File: src/rtl/pairdiv_pkg.sv
package pairdiv_pkg;
  typedef struct packed {
    logic load;
    logic step;
    logic finish;
  } divStrobes_t;

  typedef enum logic [1:0] {
    S_IDLE = 2'd0,
    S_RUN  = 2'd1,
    S_FIN  = 2'd2
  } divState_e;
endpackage

File: src/rtl/pairDivControl.sv
module pairDivControl
  import pairdiv_pkg::*;
#(
  parameter int W = 32
) (
  input  logic        clk,
  input  logic        rstN,
  input  logic        start,
  input  logic        skipRun,
  output divStrobes_t strobes,
  output logic        busy
);
  localparam int CW = (W > 2) ? $clog2(W) : 1;
  localparam logic [CW-1:0] LastStep = CW'(W - 1);

  divState_e state, nextState;
  logic [CW-1:0] stepCnt;

  always_comb begin
    strobes.load   = (state == S_IDLE) && start;
    strobes.step   = (state == S_RUN);
    strobes.finish = (state == S_FIN);
    busy           = (state != S_IDLE);
  end

  always_comb begin
    nextState = state;
    unique case (state)
      S_IDLE:  if (start) nextState = skipRun ? S_FIN : S_RUN;
      S_RUN:   if (stepCnt == LastStep) nextState = S_FIN;
      S_FIN:   nextState = S_IDLE;
      default: nextState = S_IDLE;
    endcase
  end

  always_ff @(posedge clk or negedge rstN) begin
    if (!rstN) begin
      state   <= S_IDLE;
      stepCnt <= '0;
    end else begin
      state <= nextState;
      if (strobes.load)      stepCnt <= '0;
      else if (strobes.step) stepCnt <= stepCnt + 1'b1;
    end
  end
endmodule

File: src/rtl/pairDivDatapath.sv
module pairDivDatapath
  import pairdiv_pkg::*;
#(
  parameter int W  = 32,
  parameter int RW = 4
) (
  input  logic          clk,
  input  logic          rstN,
  input  divStrobes_t   strobes,
  input  logic [2*W-1:0] dividend,
  input  logic [W-1:0]  divisor,
  input  logic [RW-1:0] regNum,
  output logic          skipRun,
  output logic          wrEn,
  output logic [W-1:0]  quoOut,
  output logic [W-1:0]  remOut,
  output logic [RW-1:0] remIdx,
  output logic [RW-1:0] quoIdx,
  output logic          divExc,
  output logic          specExc
);
  localparam int DW = 2 * W;
  localparam logic [W-1:0] NegLimit = {1'b1, {(W-1){1'b0}}};

  logic [DW-1:0] absDvdIn;
  logic [W-1:0]  absDvsIn;
  logic          ovfIn;

  logic [W-1:0]  remMag, quoMag, dvsMag;
  logic          dvdNeg, dvsNeg, specFlag, ovfFlag;
  logic [RW-1:0] regLatch;

  logic [W:0]    trial;
  logic          fits;
  logic          qNeg, lateOvf, anyExc;

  // magnitudes of the incoming operands and the early checks
  always_comb begin
    absDvdIn = dividend[DW-1] ? (~dividend + 1'b1) : dividend;
    absDvsIn = divisor[W-1]  ? (~divisor + 1'b1)  : divisor;
    ovfIn    = (absDvdIn[DW-1:W] >= absDvsIn);
    skipRun  = regNum[0] | ovfIn;
  end

  // one restoring step
  always_comb begin
    trial = {remMag, quoMag[W-1]};
    fits  = (trial >= {1'b0, dvsMag});
  end

  always_ff @(posedge clk or negedge rstN) begin
    if (!rstN) begin
      remMag   <= '0;
      quoMag   <= '0;
      dvsMag   <= '0;
      dvdNeg   <= 1'b0;
      dvsNeg   <= 1'b0;
      specFlag <= 1'b0;
      ovfFlag  <= 1'b0;
      regLatch <= '0;
    end else if (strobes.load) begin
      remMag   <= absDvdIn[DW-1:W];
      quoMag   <= absDvdIn[W-1:0];
      dvsMag   <= absDvsIn;
      dvdNeg   <= dividend[DW-1];
      dvsNeg   <= divisor[W-1];
      specFlag <= regNum[0];
      ovfFlag  <= ovfIn;
      regLatch <= regNum;
    end else if (strobes.step) begin
      remMag <= fits ? W'(trial - {1'b0, dvsMag}) : trial[W-1:0];
      quoMag <= {quoMag[W-2:0], fits};
    end
  end

  // sign application and the signed-range check on the finished magnitude
  always_comb begin
    qNeg    = dvdNeg ^ dvsNeg;
    lateOvf = qNeg ? (quoMag > NegLimit) : quoMag[W-1];
    anyExc  = specFlag | ovfFlag | lateOvf;
    specExc = strobes.finish & specFlag;
    divExc  = strobes.finish & ~specFlag & (ovfFlag | lateOvf);
    wrEn    = strobes.finish & ~anyExc;
    quoOut  = wrEn ? (qNeg   ? (~quoMag + 1'b1) : quoMag) : '0;
    remOut  = wrEn ? (dvdNeg ? (~remMag + 1'b1) : remMag) : '0;
    remIdx  = regLatch;
    quoIdx  = {regLatch[RW-1:1], 1'b1};
  end
endmodule

File: src/rtl/pairDivider.sv
module pairDivider
  import pairdiv_pkg::*;
#(
  parameter int W  = 32,
  parameter int RW = 4
) (
  input  logic          clk,
  input  logic          rstN,
  input  logic          start,
  input  logic [2*W-1:0] dividend,
  input  logic [W-1:0]  divisor,
  input  logic [RW-1:0] regNum,
  output logic          busy,
  output logic          done,
  output logic          wrEn,
  output logic [W-1:0]  quoOut,
  output logic [W-1:0]  remOut,
  output logic [RW-1:0] remIdx,
  output logic [RW-1:0] quoIdx,
  output logic          divExc,
  output logic          specExc
);
  divStrobes_t strobes;
  logic        skipRun;

  pairDivControl #(.W(W)) uCtrl (
    .clk(clk), .rstN(rstN), .start(start), .skipRun(skipRun),
    .strobes(strobes), .busy(busy)
  );

  pairDivDatapath #(.W(W), .RW(RW)) uPath (
    .clk(clk), .rstN(rstN), .strobes(strobes),
    .dividend(dividend), .divisor(divisor), .regNum(regNum),
    .skipRun(skipRun), .wrEn(wrEn), .quoOut(quoOut), .remOut(remOut),
    .remIdx(remIdx), .quoIdx(quoIdx), .divExc(divExc), .specExc(specExc)
  );

  assign done = strobes.finish;
endmodule

File: config.mk
export PLATFORM = sky130hd
export DESIGN_NAME = pairDivider
export DESIGN_NICKNAME = d
export VERILOG_FILES = /design/src/rtl/pairdiv_pkg.sv /design/src/rtl/pairDivControl.sv /design/src/rtl/pairDivDatapath.sv /design/src/rtl/pairDivider.sv
export SDC_FILE = /design/constraint.sdc
export NUM_CORES = 1
export LEC_CHECK = 0
export BUFFER_PORTS_ARGS = -buffer_cell sky130_fd_sc_hd__buf_2
export CAP_MARGIN = 0
export CORE_UTILIZATION = 53
export DETAILED_ROUTE_END_ITERATION = 10
export GPL_TIMING_DRIVEN = 0
export PLACE_DENSITY = 0.79
export SLEW_MARGIN = 20
export SYNTH_ARGS = -nofsm -noshare
export SYNTH_HDL_FRONTEND = slang
export SYNTH_SLANG_ARGS = --single-unit
File: constraint.sdc
create_clock -name clk -period 3.4 [get_ports clk]
set_input_delay 0.17 -clock clk [delete_from_list [all_inputs] [get_ports clk]]
set_output_delay 0.17 -clock clk [all_outputs]
set_load 0.005 [all_outputs]
==> impl_metrics.json <==
{
  "ys_warn_count": 0,
  "grt_pass1_vias": 10450,
  "p_per_area_nw_per_um2": 1000,
  "dr_total_vias": 11513,
  "postSynthCellCount": 1328,
  "criticalPathCategory": "primary input to flip-flop",
  "grt_overflow": 0,
  "dieArea_um2": 20400,
  "diodes": 0,
  "cp_max_fo": 3,
  "synth_seq_area_share_pct": 26.1,
  "grt_pass1_wl_mm": 55.9,
  "r2r_cells": 10,
  "grt_max_degree": 78,
  "layout.nets": 1729,
  "synthDistinctLibCells": 68,
  "drc": 0,
  "tightestPinTransition_ns": 0.889,
  "synth-seq-cells": 110,
  "critPathSlowestCell": "or4_4",
  "layout-drive-gt1-share_pct": 26.9,
  "r2r-start": "uPath.remMag[22]$_DFFE_PN0P_",
  "timing.max_cap.violations": 0,
  "die_w_um": 143,
  "post_drt_wl_per_cell_um": 20.5,
  "place_hpwl_mm": 27.5,
  "holdPathEnd": "uPath.remIdx[3]$_DFFE_PN0P_",
  "area_delta_synth_final_pct": 29.2,
  "crit_path_max_incr_delay_ns": 0.52,
  "fin_skew_ns": 0.0147,
  "synthesis.nets": 1502,
  "cts_buffers": 9,
  "hold_viol": 0,
  "die_y_um": 143,
  "finalMaxSlewViolations": 0,
  "status": "complete, but fails checks",
  "finalCritPeriodShare_pct": 117,
  "cp_data_required_time_ns": 3.63,
  "clock.fmax_mhz": 251,
  "mostFrequentLayoutCell": "buf_2",
  "cts-htree-levels": 3,
  "critPathArrivalTime_ns": 4.21,
  "synth-edff-count": 0,
  "rows": 51,
  "ir_drop_mv": 0.397,
  "fin_util_pct": 69.9,
  "cp-end-kind": "flip-flop",
  "violations": "setup timing",
  "clkLatencyLatePin_ns": 0.37,
  "wl_mm": 37.4,
  "power.leakage_nw": 5.92,
  "drtPass1Iterations": 8,
  "rsz0062_at_grt": "yes",
  "vias_per_cell": 6.31,
  "clock-sinks": 110,
  "clkTransAtPathRegs_ns": 0.08,
  "path_cells": "buf_6 > or4_4 > or4_4 > or3_4 > nor2_4 > inv_2 > o21ai_2 > xor2_2 > ha_1 > nand2b_4 > a21o_1 > a21o_1 > a21oi_2 > o21ai_1 > a2111o_1 > a211oi_4 > o31ai_4 > nor2_1 > o21ai_1",
  "core-area_um2": 19500,
  "hold_path_class": "primary input to flip-flop",
  "clk_path_buf_depth": 2,
  "start_util_pct": 54.1,
  "ioPinCount": 180,
  "hold_depth": 3,
  "avgSynthCellArea_um2": 7.93,
  "max_slew_margin_pct": 40.7,
  "ys_async_sr_fraction_pct": 100,
  "finalCriticalPeriod_ns": 3.98,
  "setup_ws_ns": -0.580,
  "ant_nets": 0,
  "r2r_end": "uPath.remMag[0]$_DFFE_PN0P_",
  "grtUsageTotal_pct": 35.7,
  "antenna_found_initial": 0,
  "placedCellCount": 1771,
  "rrSetupSlack_ns": 0.11,
  "gp_congestion": 0.948,
  "cts_tree": "built",
  "dpl_cell_area_um2": 11800,
  "synth_flop_cell": "dfrtp_1",
  "fin_cells": 1825,
  "syn_area_um2": 10500,
  "drt_iter0_markers": 1345,
  "worstHoldStart": "regNum[3]",
  "port_buffers": 177,
  "setup_viol": 68,
  "post-route-cell-area_um2": 13600,
  "cts-root-buf": "clkbuf_16",
  "fill_cells": 1489,
  "final_cell_mix": "buf_2 (169), o21ai_0 (154), nand2_1 (144)",
  "cp-start-kind": "primary input"
}
per-stage QoR:
stage          setup slack [ns]  setup TNS [ns]  total power (W)  hold WS [ns]
2_1_floorplan            -0.504           -1.41          0.00864        -0.126
5_1_grt                  -0.654          -20.55           0.0145        0.0147
4_1_cts                  -0.512           -7.03           0.0127      0.000127
3_5_place_dp              -1.34          -32.82           0.0109        0.0906
3_3_place_gp              -1.29          -34.72           0.0108         0.362
6_report                 -0.580          -16.46           0.0137       0.00396
layout make-up:
cell class,count,area [um2],area share (%)
buffer,62,364,2.68
clock buffer,9,225,1.65
clock inverter,7,81.3,0.598
inverter,52,200,1.47
multi-input combinational,1098,8190,60.2
sequential,110,2760,20.3
tap,265,332,2.44
timing repair buffer,222,1460,10.7
registers in the layout (all words and copies together) (netlist names), 2 cells and up:
name,count
uPath.remIdx,4
uPath.remMag,32
uCtrl.state,2
uPath.quoMag,32
uPath.dvsMag,32
uCtrl.stepCnt,5
power by group:
group / switching (W) / total (W) / leakage, nW / internal, W
sequential: 0.000969 / 0.00293 / 1.34 / 0.00196
combinational: 0.00572 / 0.00962 / 4.44 / 0.00389
clock: 0.000541 / 0.00112 / 0.147 / 0.000584
worst max path at each step:
stage                             from                          to  slack (ns)
final                     dividend[26]  uCtrl.state[1]$_DFFE_PN0P_       -0.58
after global routing      dividend[26]  uCtrl.state[1]$_DFFE_PN0P_       -0.65
after CTS                 dividend[26]  uCtrl.state[0]$_DFFE_PN0P_       -0.51
after detailed placement   dividend[9]  uCtrl.state[1]$_DFFE_PN0P_       -1.34
after global placement    dividend[11]  uCtrl.state[0]$_DFFE_PN0P_       -1.29
after floorplan           dividend[25]  uCtrl.state[0]$_DFFE_PN0P_       -0.50
synthesized netlist by cell type (all sizes together), types with 19 or more instances:
library cell	instances	area, um2
o21ai	165	826
nand2	149	559
xor2	112	981
dfrtp	110	2750
nor2	109	424
a21oi	71	355
ha	70	876
xnor2	66	578
inv	50	188
clkbuf	46	173
o31ai	44	344
a22oi	35	263
o41ai	25	234
or4	24	206
buf	22	114
nand3	21	110
a21o	19	143
worst max-delay path: cells and delay by family:
kind | cells | cell delay [ns]
buf+inv | 2 | 0.16
fa+ha+maj | 1 | 0.25
xor+xnor | 1 | 0.19
simple gates | 6 | 1.76
compound gates | 9 | 1.67
cells by family after synthesis:
group	share of synthesized area, %
buffers and inverters	4.57
other	0.0356
and+or+nand+nor	18.5
xor gates and xnor gates	14.8
DFF	26.1
AOI/OAI and AO/OA	25.3
adders and majority gates	8.50
muxes	2.16
layer usage:
| layer | part of all wire [%] | global-route usage, % |
|---|---|---|
| met1 | 43 | 52.0 |
| met2 | 44 | 53.2 |
| met3 | 10 | 6.24 |
| met4 | 2.6 | 11.2 |
| met5 | 0 | 0 |
what timing repair did:
item	in CTS	in global routing
pin swaps	51	32
gates cloned	5	1
hold buffers	2	0
buffers inserted	29	8
setup endpoints to repair	101	99
resized for setup	124	142
endpoints found under the hold margin	34	0
Note: power is estimated with default switching activity, not from simulation.
